## src/rtl/tlb_pkg.sv

```systemverilog
package tlb_pkg;

  localparam int LFSR_W = 8;
  localparam logic [LFSR_W-1:0] LFSR_SEED = 8'h01;

  typedef enum logic {
    REPL_LRU    = 1'b0,
    REPL_RANDOM = 1'b1
  } replMode_t;

  // strobes from control to the entry array
  typedef struct packed {
    logic clearAll;
    logic clearAsid;
    logic writeEn;
  } tlbStrobes_t;

endpackage

```

## src/rtl/tlb_datapath.sv

```systemverilog
module tlb_datapath
  import tlb_pkg::*;
#(
  parameter int ENTRIES = 8,
  parameter int VPN_W = 20,
  parameter int PFN_W = 20,
  parameter int ASID_W = 8,
  parameter int OFF_W = 12,
  parameter int PROT_W = 3,
  localparam int IDX_W = $clog2(ENTRIES)
) (
  input  logic                clk,
  input  logic                rstN,
  input  tlbStrobes_t         strobe,
  input  logic [IDX_W-1:0]    writeIdx,
  input  logic [ASID_W-1:0]   flushAsid,
  input  logic [VPN_W-1:0]    fillVpn,
  input  logic [ASID_W-1:0]   fillAsid,
  input  logic [PFN_W-1:0]    fillPfn,
  input  logic [PROT_W-1:0]   fillProt,
  input  logic                fillDirty,
  input  logic                lookupValid,
  input  logic [VPN_W-1:0]    lookupVpn,
  input  logic [ASID_W-1:0]   lookupAsid,
  input  logic [OFF_W-1:0]    lookupOff,
  output logic [ENTRIES-1:0]  keptValid,
  output logic [ENTRIES-1:0]  fillKeyMatch,
  output logic [ENTRIES-1:0]  lookupMatch,
  output logic [ENTRIES-1:0]  validVec,
  output logic                respValid,
  output logic                respHit,
  output logic [PFN_W+OFF_W-1:0] respPaddr,
  output logic [PROT_W-1:0]   respProt,
  output logic                respDirty
);

  logic [ENTRIES-1:0] validQ;
  logic [VPN_W-1:0]   vpnQ   [ENTRIES];
  logic [ASID_W-1:0]  asidQ  [ENTRIES];
  logic [PFN_W-1:0]   pfnQ   [ENTRIES];
  logic [PROT_W-1:0]  protQ  [ENTRIES];
  logic [ENTRIES-1:0] dirtyQ;

  logic [ENTRIES-1:0] writeHit;
  logic [ENTRIES-1:0] nValid;
  logic [VPN_W-1:0]   nVpn   [ENTRIES];
  logic [ASID_W-1:0]  nAsid  [ENTRIES];
  logic [PFN_W-1:0]   nPfn   [ENTRIES];
  logic [PROT_W-1:0]  nProt  [ENTRIES];
  logic [ENTRIES-1:0] nDirty;

  assign validVec = validQ;

  for (genvar i = 0; i < ENTRIES; i++) begin : g_entry
    logic asidCleared;
    assign asidCleared = strobe.clearAsid && (asidQ[i] == flushAsid);
    // clears come first, then the fill, then the lookup sees the result
    assign keptValid[i]    = validQ[i] && !strobe.clearAll && !asidCleared;
    assign fillKeyMatch[i] = keptValid[i] && (vpnQ[i] == fillVpn) && (asidQ[i] == fillAsid);
    assign writeHit[i]     = strobe.writeEn && (writeIdx == IDX_W'(i));
    assign nValid[i]       = writeHit[i] || keptValid[i];
    assign nVpn[i]         = writeHit[i] ? fillVpn   : vpnQ[i];
    assign nAsid[i]        = writeHit[i] ? fillAsid  : asidQ[i];
    assign nPfn[i]         = writeHit[i] ? fillPfn   : pfnQ[i];
    assign nProt[i]        = writeHit[i] ? fillProt  : protQ[i];
    assign nDirty[i]       = writeHit[i] ? fillDirty : dirtyQ[i];
    assign lookupMatch[i]  = lookupValid && nValid[i] &&
                             (nVpn[i] == lookupVpn) && (nAsid[i] == lookupAsid);
  end

  always_ff @(posedge clk or negedge rstN) begin
    if (!rstN) begin
      validQ <= '0;
      dirtyQ <= '0;
      for (int i = 0; i < ENTRIES; i++) begin
        vpnQ[i]  <= '0;
        asidQ[i] <= '0;
        pfnQ[i]  <= '0;
        protQ[i] <= '0;
      end
    end else begin
      validQ <= nValid;
      dirtyQ <= nDirty;
      for (int i = 0; i < ENTRIES; i++) begin
        vpnQ[i]  <= nVpn[i];
        asidQ[i] <= nAsid[i];
        pfnQ[i]  <= nPfn[i];
        protQ[i] <= nProt[i];
      end
    end
  end

  // at most one match, so an OR of gated fields selects the entry
  logic [PFN_W-1:0]  selPfn;
  logic [PROT_W-1:0] selProt;
  logic              selDirty;

  always_comb begin
    selPfn   = '0;
    selProt  = '0;
    selDirty = 1'b0;
    for (int i = 0; i < ENTRIES; i++) begin
      if (lookupMatch[i]) begin
        selPfn   = selPfn | nPfn[i];
        selProt  = selProt | nProt[i];
        selDirty = selDirty | nDirty[i];
      end
    end
  end

  always_ff @(posedge clk or negedge rstN) begin
    if (!rstN) begin
      respValid <= 1'b0;
      respHit   <= 1'b0;
      respPaddr <= '0;
      respProt  <= '0;
      respDirty <= 1'b0;
    end else begin
      respValid <= lookupValid;
      respHit   <= |lookupMatch;
      respPaddr <= {selPfn, lookupOff};
      respProt  <= selProt;
      respDirty <= selDirty;
    end
  end

endmodule

```

## src/rtl/tlb_control.sv

```systemverilog
module tlb_control
  import tlb_pkg::*;
#(
  parameter int ENTRIES = 8,
  localparam int IDX_W = $clog2(ENTRIES)
) (
  input  logic               clk,
  input  logic               rstN,
  input  logic               replaceRandom,
  input  logic               fillValid,
  input  logic               flushAll,
  input  logic               flushAsidValid,
  input  logic [ENTRIES-1:0] keptValid,
  input  logic [ENTRIES-1:0] fillKeyMatch,
  input  logic [ENTRIES-1:0] lookupMatch,
  output tlbStrobes_t        strobe,
  output logic [IDX_W-1:0]   writeIdx
);

  function automatic logic [IDX_W-1:0] lowestIdx(input logic [ENTRIES-1:0] v);
    lowestIdx = '0;
    for (int i = ENTRIES - 1; i >= 0; i--) begin
      if (v[i]) lowestIdx = IDX_W'(i);
    end
  endfunction

  replMode_t mode;
  assign mode = replaceRandom ? REPL_RANDOM : REPL_LRU;

  // free-running pseudo-random source
  logic [LFSR_W-1:0] lfsrQ;
  logic              lfsrFb;
  assign lfsrFb = lfsrQ[7] ^ lfsrQ[5] ^ lfsrQ[4] ^ lfsrQ[3];

  always_ff @(posedge clk or negedge rstN) begin
    if (!rstN) lfsrQ <= LFSR_SEED;
    else       lfsrQ <= {lfsrQ[LFSR_W-2:0], lfsrFb};
  end

  // recency ranks: 0 most recent, ENTRIES-1 oldest; always a permutation
  logic [IDX_W-1:0] ageQ [ENTRIES];
  logic [IDX_W-1:0] lruIdx;

  always_comb begin
    lruIdx = '0;
    for (int i = 0; i < ENTRIES; i++) begin
      if (ageQ[i] == IDX_W'(ENTRIES - 1)) lruIdx = IDX_W'(i);
    end
  end

  logic [ENTRIES-1:0] freeVec;
  logic [IDX_W-1:0]   victimIdx;

  assign freeVec = ~keptValid;

  always_comb begin
    unique case (mode)
      REPL_RANDOM: victimIdx = lfsrQ[IDX_W-1:0];
      default:     victimIdx = lruIdx;
    endcase
    if (|fillKeyMatch)  writeIdx = lowestIdx(fillKeyMatch);
    else if (|freeVec)  writeIdx = lowestIdx(freeVec);
    else                writeIdx = victimIdx;
  end

  assign strobe.clearAll  = flushAll;
  assign strobe.clearAsid = flushAsidValid;
  assign strobe.writeEn   = fillValid;

  logic             touchEn;
  logic [IDX_W-1:0] touchIdx;

  assign touchEn  = fillValid || (|lookupMatch);
  assign touchIdx = fillValid ? writeIdx : lowestIdx(lookupMatch);

  for (genvar i = 0; i < ENTRIES; i++) begin : g_age
    always_ff @(posedge clk or negedge rstN) begin
      if (!rstN) begin
        ageQ[i] <= IDX_W'(i);
      end else if (touchEn) begin
        if (touchIdx == IDX_W'(i))            ageQ[i] <= '0;
        else if (ageQ[i] < ageQ[touchIdx])    ageQ[i] <= ageQ[i] + 1'b1;
      end
    end
  end

endmodule

```

## src/rtl/asid_tlb.sv

```systemverilog
module asid_tlb
  import tlb_pkg::*;
#(
  parameter int ENTRIES = 8,
  parameter int VPN_W = 20,
  parameter int PFN_W = 20,
  parameter int ASID_W = 8,
  parameter int OFF_W = 12,
  parameter int PROT_W = 3,
  localparam int VA_W = VPN_W + OFF_W,
  localparam int PA_W = PFN_W + OFF_W,
  localparam int IDX_W = $clog2(ENTRIES)
) (
  input  logic              clk,
  input  logic              rstN,
  input  logic              replaceRandom,
  input  logic              lookupValid,
  input  logic [VA_W-1:0]   lookupVaddr,
  input  logic [ASID_W-1:0] lookupAsid,
  input  logic              fillValid,
  input  logic [VPN_W-1:0]  fillVpn,
  input  logic [ASID_W-1:0] fillAsid,
  input  logic [PFN_W-1:0]  fillPfn,
  input  logic [PROT_W-1:0] fillProt,
  input  logic              fillDirty,
  input  logic              flushAll,
  input  logic              flushAsidValid,
  input  logic [ASID_W-1:0] flushAsid,
  output logic              respValid,
  output logic              respHit,
  output logic [PA_W-1:0]   respPaddr,
  output logic [PROT_W-1:0] respProt,
  output logic              respDirty
);

  tlbStrobes_t        strobe;
  logic [IDX_W-1:0]   writeIdx;
  logic [ENTRIES-1:0] keptValid;
  logic [ENTRIES-1:0] fillKeyMatch;
  logic [ENTRIES-1:0] matchVec;
  logic [ENTRIES-1:0] validVec;

  tlb_control #(.ENTRIES(ENTRIES)) u_ctrl (
    .clk           (clk),
    .rstN          (rstN),
    .replaceRandom (replaceRandom),
    .fillValid     (fillValid),
    .flushAll      (flushAll),
    .flushAsidValid(flushAsidValid),
    .keptValid     (keptValid),
    .fillKeyMatch  (fillKeyMatch),
    .lookupMatch   (matchVec),
    .strobe        (strobe),
    .writeIdx      (writeIdx)
  );

  tlb_datapath #(
    .ENTRIES(ENTRIES), .VPN_W(VPN_W), .PFN_W(PFN_W),
    .ASID_W(ASID_W), .OFF_W(OFF_W), .PROT_W(PROT_W)
  ) u_dp (
    .clk         (clk),
    .rstN        (rstN),
    .strobe      (strobe),
    .writeIdx    (writeIdx),
    .flushAsid   (flushAsid),
    .fillVpn     (fillVpn),
    .fillAsid    (fillAsid),
    .fillPfn     (fillPfn),
    .fillProt    (fillProt),
    .fillDirty   (fillDirty),
    .lookupValid (lookupValid),
    .lookupVpn   (lookupVaddr[VA_W-1:OFF_W]),
    .lookupAsid  (lookupAsid),
    .lookupOff   (lookupVaddr[OFF_W-1:0]),
    .keptValid   (keptValid),
    .fillKeyMatch(fillKeyMatch),
    .lookupMatch (matchVec),
    .validVec    (validVec),
    .respValid   (respValid),
    .respHit     (respHit),
    .respPaddr   (respPaddr),
    .respProt    (respProt),
    .respDirty   (respDirty)
  );

endmodule

```

## config.mk

```make
export PLATFORM = sky130hd
export DESIGN_NAME = asid_tlb
export DESIGN_NICKNAME = d
export VERILOG_FILES = /design/src/rtl/tlb_pkg.sv /design/src/rtl/tlb_datapath.sv /design/src/rtl/tlb_control.sv /design/src/rtl/asid_tlb.sv
export SDC_FILE = /design/constraint.sdc
export NUM_CORES = 1
export LEC_CHECK = 0
export ABC_AREA = 1
export BUFFER_PORTS_ARGS = -buffer_cell sky130_fd_sc_hd__buf_4
export CAP_MARGIN = 0
export CORE_MARGIN = 2
export CORE_UTILIZATION = 45
export CTS_CLUSTER_DIAMETER = 120
export DETAILED_ROUTE_END_ITERATION = 12
export REMOVE_ABC_BUFFERS = 1
export SKIP_LAST_GASP = 1
export SLEW_MARGIN = 0
export SYNTH_ARGS = -nofsm -noshare
export SYNTH_HDL_FRONTEND = slang
export SYNTH_SLANG_ARGS = --single-unit
```

## constraint.sdc

```tcl
create_clock -name clk -period 5.2 [get_ports clk]
set_input_delay 0.26 -clock clk [delete_from_list [all_inputs] [get_ports clk]]
set_output_delay 0.26 -clock clk [all_outputs]
set_load 0.03 [all_outputs]
```

==> summary.md, run 1 <==
| Metric | Value |
|---|---|
| Outcome | `finished, violations left` |
| Violated checks | `negative setup slack` |
| DRT antenna net count | `0` |
| Filler Cell Count | `5966` |
| Worst r2r dst | `u_ctrl.ageQ[3]` |
| Starting Density | `0.455` |
| CTS Buffer Depth | `3` |
| Period utilization | `1.16` |
| F_max | `0.166 GHz` |
| Drt first pass iters | `8` |
| Worst-case reg-to-reg path depth | `43` |
| Share of post-route cells with drive strength above 1 | `0.304` |
| Sum Neg Setup Slack | `-18350 ps` |
| Routed vias | `35300` |
| Worst r2r src | `u_dp.asidQ[11]` |
| CP max-delay cell | `dfrtp_1` |
| Synthesis-to-layout area growth | `43.2%` |
| Place WS | `-1570 ps` |
| Flip-flop and latch area | `12400 sq um` |
| Tightest Pin Transition | `983 ps` |
| Worst setup SP type | `flip-flop` |
| Syn Inst Count | `4386` |
| VDD IR max | `0.000317 V` |
| Hold path startpoint | `fillVpn[18]` |
| WL final | `160000 um` |
| Most frequent cells in the layout | `nand2_1 (1617), buf_4 (947), dfrtp_1 (469)` |
| Nets | `5474` |
| Synth unique cells | `59` |
| Reg2Reg Setup Slack | `-830 ps` |
| Yosys Warn Count | `0` |
| DPL Wire Length | `121000 um` |
| Routed wl met2 | `70100 um` |
| First-pass GRT wire length | `226000 um` |
| Yosys reg bits | `494` |
| Worst hold-check path type | `input pin to flip-flop` |
| Die Wd | `265 um` |
| Die outline height | `265 um` |
| Core ar. | `67300 sq um` |
| Clock Latency Late Sink | `680 ps` |
| Slew HR | `0.344` |
| Mapped Avg Cell Area | `6.98 sq um` |
| GP Congestion | `1.10` |
| Diode count | `0` |
| Worst EP required | `5820 ps` |
| Die ar. | `70200 sq um` |
| Vias in the first global route | `33700` |
| Top_reg_cell synth | `dfrtp_1` |
| Post-layout minimum cycle time | `6030 ps` |
| Critical-path maximum fanout | `6` |
| Global-route usage over all layers | `0.446` |
| RSZ-0062 raised after global routing | `true` |
| DRC viols | `0` |
| Core Util, Final | `0.652` |
| Hold EP | `u_dp.vpnQ[118]` |
| Metal-1 WL | `58800 um` |
| Routed wire per std cell | `25.6 um` |
| Row count | `95` |
| Number of max-cap violations | `0` |
| CP peak stage delay | `420 ps` |
| Tot Pwr | `13.6 mW` |
| Largest net degree at the start of global routing | `126` |
| Crit. End Element | `flip-flop` |
| Post-Synthesis Cell Area | `30600 sq um` |
| DRT iter0 DRCs | `4067` |
| Worst setup margin | `-830 ps` |
| Worst hold stages | `3` |
| Clk sink count | `494` |
| Routed vias/inst | `5.64` |
| I/O Buffers | `144` |
| Post-synth ARST share | `1.00` |
| Sequential fraction of the synthesis area | `0.404` |
| Antenna violations before repair | `2` |
| Clock-pin slew on the worst setup and hold paths | `60 ps` |
| Final hold vios | `0` |
| Critical Path AT | `6650 ps` |
| Num ports | `145` |
| Post-synth EDFFs | `0` |
| Pleak | `22.6 nW` |
| Crit path kind | `flip-flop to flip-flop` |
| CTS buffer count | `59` |
| Pins over their slew limit | `0` |
| Multi-input gate area | `17200 sq um` |
| Power Density | `311 nW/um^2` |
| Met3 WL | `15800 um` |
| GRT Residual Overflow | `0` |
| Final setup fails | `25` |
| CTS tree | `yes` |
| Commonest non-fill, non-tap cell in the layout | `nand2_1` |
| CTS Root Buffer Type | `clkbuf_16` |
| Max layer used | `met5` |
| Clock Skews | `54.6 ps` |
| Crit path top cell by count | `nand2_1` |
| CTS H-tree lvls | `2` |
cells by family (layout without fill, tap and decap cells):
logic type / count (synthesis) / count (layout) / share of synthesized area
AOI/OAI and AO/OA: 519 / 519 / 0.102
xor gates and xnor gates: 169 / 169 / 0.0483
adders and majority gates: 23 / 23 / 0.00940
buffers and inverters: 597 / 1603 / 0.0834
DFF: 494 / 494 / 0.404
and+or+nand+nor: 2584 / 2585 / 0.352
worst max path at each step:
stage / cells after the start / slack [ps] / end / from
floorplan: 39 / -1370 / u_ctrl.ageQ[10] / u_dp.asidQ[53]
global placement: 46 / -1500 / u_ctrl.ageQ[9] / flushAsidValid
detailed placement: 48 / -1570 / u_ctrl.ageQ[9] / flushAsid[1]
CTS: 45 / -650 / u_ctrl.ageQ[9] / u_dp.asidQ[28]
global route: 46 / -1070 / u_ctrl.ageQ[2] / u_dp.asidQ[15]
finish: 43 / -830 / u_ctrl.ageQ[3] / u_dp.asidQ[11]
synth_stat cells (15+ instances only):
master	n	share of area
nand3_1	260	0.042
inv_1	342	0.042
o211ai_1	35	0.0086
nand4_1	96	0.020
xnor2_1	115	0.033
o21ai_0	260	0.042
o21ai_1	86	0.014
nand2_1	1754	0.21
a22o_1	79	0.023
nand2_2	15	0.0031
a21oi_1	24	0.0039
or4_1	17	0.0042
xor2_1	54	0.015
buf_2	70	0.011
clkbuf_1	79	0.0097
nor2_1	351	0.043
inv_2	38	0.0047
dfrtp_1	481	0.39
ha_1	23	0.0094
buf_4	28	0.0069
area by class of cell:
class / count / share of cell area
multi-input cells: 3296 / 0.392
flip-flops and latches: 494 / 0.283
repair buffers: 1098 / 0.214
clock buffers: 69 / 0.0361
inverters: 395 / 0.0340
well taps: 873 / 0.0249
clock inverters: 41 / 0.0156
report_power, final:
part | internal, mW | switching, mW
clock network | 2.95 | 1.92
logic | 1.68 | 2.49
registers | 4.30 | 0.296
total | 8.92 | 4.71
per-stage QoR:
step | cell area, sq um | instances | hold WS (ps)
2_1_floorplan | 29600 | 4184 | -35.6
3_3_place_gp | 38900 | 6062 | 281
3_5_place_dp | 38900 | 6062 | 284
4_1_cts | 42600 | 6245 | 2.26
5_1_grt | 43900 | 6266 | 45.7
6_report | 43900 | 6266 | 18.3
registers in the layout, summed over array words and instances, names as in the netlist:
| register | flops |
|---|---|
| u_ctrl.ageQ | 24 |
| u_dp.validVec | 8 |
| u_dp.respValid | 1 |
| u_dp.respHit | 1 |
| u_dp.respProt | 3 |
| u_dp.protQ | 24 |
| u_dp.dirtyQ | 8 |
| u_dp.respPaddr | 32 |
| u_dp.respDirty | 1 |
| u_dp.asidQ | 64 |
| u_dp.vpnQ | 160 |
| u_ctrl.lfsrQ | 8 |
| u_dp.pfnQ | 160 |
repair_timing:
action,in CTS,in global routing
gates cloned,3,4
pin swaps,49,158
endpoints found under the hold margin,94,0
gates resized for setup,208,300
setup endpoints to repair,47,45
setup buffers,50,35
hold buffers,23,0
worst max-delay path, delay by kind of cell (launching register included):
kind                     cells  cell delay, ps
AND/OR/NAND/NOR             30            3150
XOR/XNOR                     1             190
flip-flops                   1             420
buffers and inverters        8            1190
adder cells (fa/ha/maj)      1             260
AO/OA/AOI/OAI                3             750
routing by layer:
metal | up-vias | GRT usage
met1 | 16700 | 0.542
li1 | 15900 | -
met5 | - | 0
met4 | 2 | 0.346
met3 | 643 | 0.0930
met2 | 2057 | 0.695
(Power assumes the default switching activity.)
==> inputs of run 2 (changes only) <==
--- a/config.mk
+++ b/config.mk
@@ -6,7 +6,7 @@
 export NUM_CORES = 1
 export LEC_CHECK = 0
 export ABC_AREA = 1
-export BUFFER_PORTS_ARGS = -buffer_cell sky130_fd_sc_hd__buf_4
+export BUFFER_PORTS_ARGS = -buffer_cell sky130_fd_sc_hd__buf_2
 export CAP_MARGIN = 0
 export CORE_MARGIN = 2
 export CORE_UTILIZATION = 45
==> run 2 against run 1 <==
Compared with the run above: the run still ends with negative setup slack left; clock skew is 29 ps lower; critical path depth increased by 4; global-route usage up 0.066 points; register-to-register slack lost 80 ps; maximum frequency down 1.2%; power is 3.2% lower; critical path type unchanged; largest power group is now registers.
==> summary.md, run 2 (synthesis gave the netlist of run 1 again) <==
| Metric | Value |
|---|---|
| Clk sink count | `494 (unchanged)` |
| Crit path top cell by count | `nand2_1 (unchanged)` |
| Violated checks | `negative setup slack (unchanged)` |
| Drt first pass iters | `9 (was 8)` |
| Clock Skews | `26.0 ps (was 54.6 ps)` |
| Nets | `5490 (was 5474)` |
| Row count | `95 (unchanged)` |
| Largest net degree at the start of global routing | `147 (was 126)` |
| CP max-delay cell | `dfrtp_1 (unchanged)` |
| Global-route usage over all layers | `0.447 (was 0.446)` |
| P_sw | `4.61 mW (was 4.71 mW)` |
| WL final | `159000 um (was 160000 um)` |
| Share of post-route cells with drive strength above 1 | `0.290 (was 0.304)` |
| CTS Root Buffer Type | `clkbuf_16 (unchanged)` |
| First-pass GRT wire length | `226000 um (about the same)` |
| Final hold vios | `0 (unchanged)` |
| Clock Latency Late Sink | `660 ps (was 680 ps)` |
| Pleak | `22.5 nW (was 22.6 nW)` |
| Most frequent cells in the layout | `nand2_1 (1676), buf_4 (855), dfrtp_1 (466) (was nand2_1 (1617), buf_4 (947), dfrtp_1 (469))` |
| Final setup fails | `24 (was 25)` |
| DRT iter0 DRCs | `3845 (was 4067)` |
| Pint | `8.58 mW (was 8.92 mW)` |
| Clock group share of total power | `0.335 (was 0.357)` |
| Outcome | `finished, violations left (unchanged)` |
| F_max | `0.164 GHz (was 0.166 GHz)` |
| GRT Residual Overflow | `0 (unchanged)` |
| Routed vias/inst | `5.59 (was 5.64)` |
| Num ports | `145 (unchanged)` |
| Non-filler cells, final | `6287 (was 6266)` |
| Routed wire per std cell | `25.2 um (was 25.6 um)` |
| Worst Path Buf+Inv | `10 (was 8)` |
| Multi-input gate area | `16900 sq um (was 17200 sq um)` |
| GP Congestion | `1.11 (was 1.10)` |
| Filler Cell Count | `6126 (was 5966)` |
| I/O Buffers | `144 (unchanged)` |
| Starting Density | `0.455 (unchanged)` |
| Total placed cells including tap cells | `6108 (was 6062)` |
| Critical-path maximum fanout | `6 (unchanged)` |
| DRT antenna net count | `0 (unchanged)` |
| DPL Wire Length | `121000 um (about the same)` |
| Synthesis-to-layout area growth | `41.0% (was 43.2%)` |
| CP peak stage delay | `430 ps (was 420 ps)` |
| Core ar. | `67300 sq um (unchanged)` |
| Post-layout minimum cycle time | `6110 ps (was 6030 ps)` |
| Commonest non-fill, non-tap cell in the layout | `nand2_1 (unchanged)` |
| Die ar. | `70200 sq um (unchanged)` |
| Flip-flop and latch area | `12400 sq um (about the same)` |
| Antenna violations before repair | `11 (was 2)` |
| Power Density | `306 nW/um^2 (was 311 nW/um^2)` |
| Critical Path AT | `6670 ps (was 6650 ps)` |
| Sw frac | `0.350 (was 0.345)` |
| Die outline height | `265 um (unchanged)` |
| Post-Layout Inst Area | `43200 sq um (was 43900 sq um)` |
| Clock-pin slew on the worst setup and hold paths | `60 ps (about the same)` |
| Die Wd | `265 um (unchanged)` |
| Top Registers | `u_dp.pfnQ: 160 flops, u_dp.vpnQ: 160 flops, u_dp.asidQ: 64 flops (unchanged)` |
| Number of max-cap violations | `0 (unchanged)` |
| Routed vias | `35200 (was 35300)` |
| Crit path kind | `flip-flop to flip-flop (unchanged)` |
| RSZ-0062 raised after global routing | `true (unchanged)` |
| Worst hold-check path type | `input pin to flip-flop (unchanged)` |
| VDD IR max | `0.000322 V (was 0.000317 V)` |
| Tightest Pin Transition | `947 ps (was 983 ps)` |
| Worst setup margin | `-907 ps (was -830 ps)` |
| Crit. End Element | `flip-flop (unchanged)` |
| Worst EP required | `5760 ps (was 5820 ps)` |
| DRC viols | `0 (unchanged)` |
| Worst setup SP type | `flip-flop (unchanged)` |
| Pins over their slew limit | `0 (unchanged)` |
| Seq pwr share | `0.348 (was 0.337)` |
| Slew HR | `0.369 (was 0.344)` |
| Period utilization | `1.17 (was 1.16)` |
| CTS buffer count | `58 (was 59)` |
| Vias in the first global route | `33800 (was 33700)` |
| Placed Area | `39100 sq um (was 38900 sq um)` |
| CTS tree | `yes (unchanged)` |
| CTS Buffer Depth | `3 (unchanged)` |
| Combinational group share of total power | `0.317 (was 0.306)` |
| CTS H-tree lvls | `2 (unchanged)` |
| Top delay family on crit path | `simple AND/OR/NAND/NOR gates (unchanged)` |
run 2: cell types whose count changed in the layout (fill, tap and decap cells not counted), moves of 7 or more:
cell and delta:
buf_12 +19, buf_2 +143, buf_4 -92, buf_6 -41
bufinv_16 -8, dlygate4sd3_1 -9, nand2_1 +59, nand2_2 -41
nand2_4 -12, nand2_8 -7, nor2_1 +26, nor2_2 -27
o21ai_0 +12, o21ai_2 -7
run 2: power groups by stage:
| stage | Sequential (mW) | Clock, mW | Combinational [mW] |
|---|---|---|---|
| 6_report | 4.59 | 4.42 | 4.18 |
| 5_1_grt | 4.63 | 4.59 | 4.46 |
| 4_1_cts | 4.58 | 4.44 | 3.98 |
| 3_5_place_dp | 4.64 | 0 | 3.77 |
| 3_3_place_gp | 4.62 | 0 | 3.75 |
| 2_1_floorplan | 4.59 | 0 | 1.64 |
run 2: worst reg2reg max path, delay by kind of cell, from the launching register on:
| family | cells | cell delay [ps] |
|---|---|---|
| flip-flops | 1 | 430 |
| XOR/XNOR | 1 | 200 |
| buffers and inverters | 10 | 1260 |
| AND/OR/NAND/NOR | 32 | 3630 |
| AO/OA/AOI/OAI | 3 | 310 |
| adder cells (fa/ha/maj) | 1 | 200 |
run 2: repair_timing:
item,in CTS,in global routing
cloned,6,0
resized for setup,234,103
pin swaps,94,79
setup endpoints to repair,45,48
hold endpoints to repair,70,0
hold buffers,14,0
setup buffers,54,11
run 2: path summary, 6_finish.rpt:
kind,slack [ps],start,cells after the start,to
setup reg to reg,-910,u_dp.asidQ[27],47,u_ctrl.ageQ[15]
min in group asynchronous,170,rstN,2,u_dp.vpnQ[115]
setup / recovery,-910,u_dp.asidQ[27],47,u_ctrl.ageQ[15]
hold reg to reg,360,u_ctrl.lfsrQ[6],0,u_ctrl.lfsrQ[7]
hold / removal,30,fillVpn[13],4,u_dp.vpnQ[73]
max in group asynchronous,3710,rstN,3,u_dp.vpnQ[71]
run 2: cell type report:
class                      instances  share of cell area
clock inverter                    30             0.00910
antenna                            6            0.000348
multi-input combinational       3295               0.391
clock buffer                      78              0.0381
inverter                         395              0.0346
tap                              873              0.0253
sequential                       494               0.287
timing repair buffer            1116               0.214
run 2: per-layer routing:
metal / wire length (um) / global-route usage / share of wire / vias up
li1: - / - / - / 15900
met1: 58800 / 0.541 / 0.37 / 16600
met2: 69100 / 0.693 / 0.44 / 2037
met3: 15800 / 0.104 / 0.10 / 595
met4: 14800 / 0.342 / 0.093 / 10
met5: 57 / 0 / 0.00036 / -
run 2: stage by stage:
| step | setup slack [ps] | hold WS (ps) | TNS (ps) | power (mW) | utilization |
|---|---|---|---|---|---|
| 3_3_place_gp | -1510 | 260 | -38520 | 8.37 | 0.581 |
| 6_report | -907 | 28.9 | -20410 | 13.2 | 0.642 |
| 4_1_cts | -620 | 4.93 | -15610 | 13.0 | 0.635 |
| 5_1_grt | -1070 | 43.5 | -24520 | 13.7 | 0.642 |
| 3_5_place_dp | -1530 | 257 | -39770 | 8.40 | 0.581 |
| 2_1_floorplan | -1370 | -35.6 | -36110 | 6.23 | - |
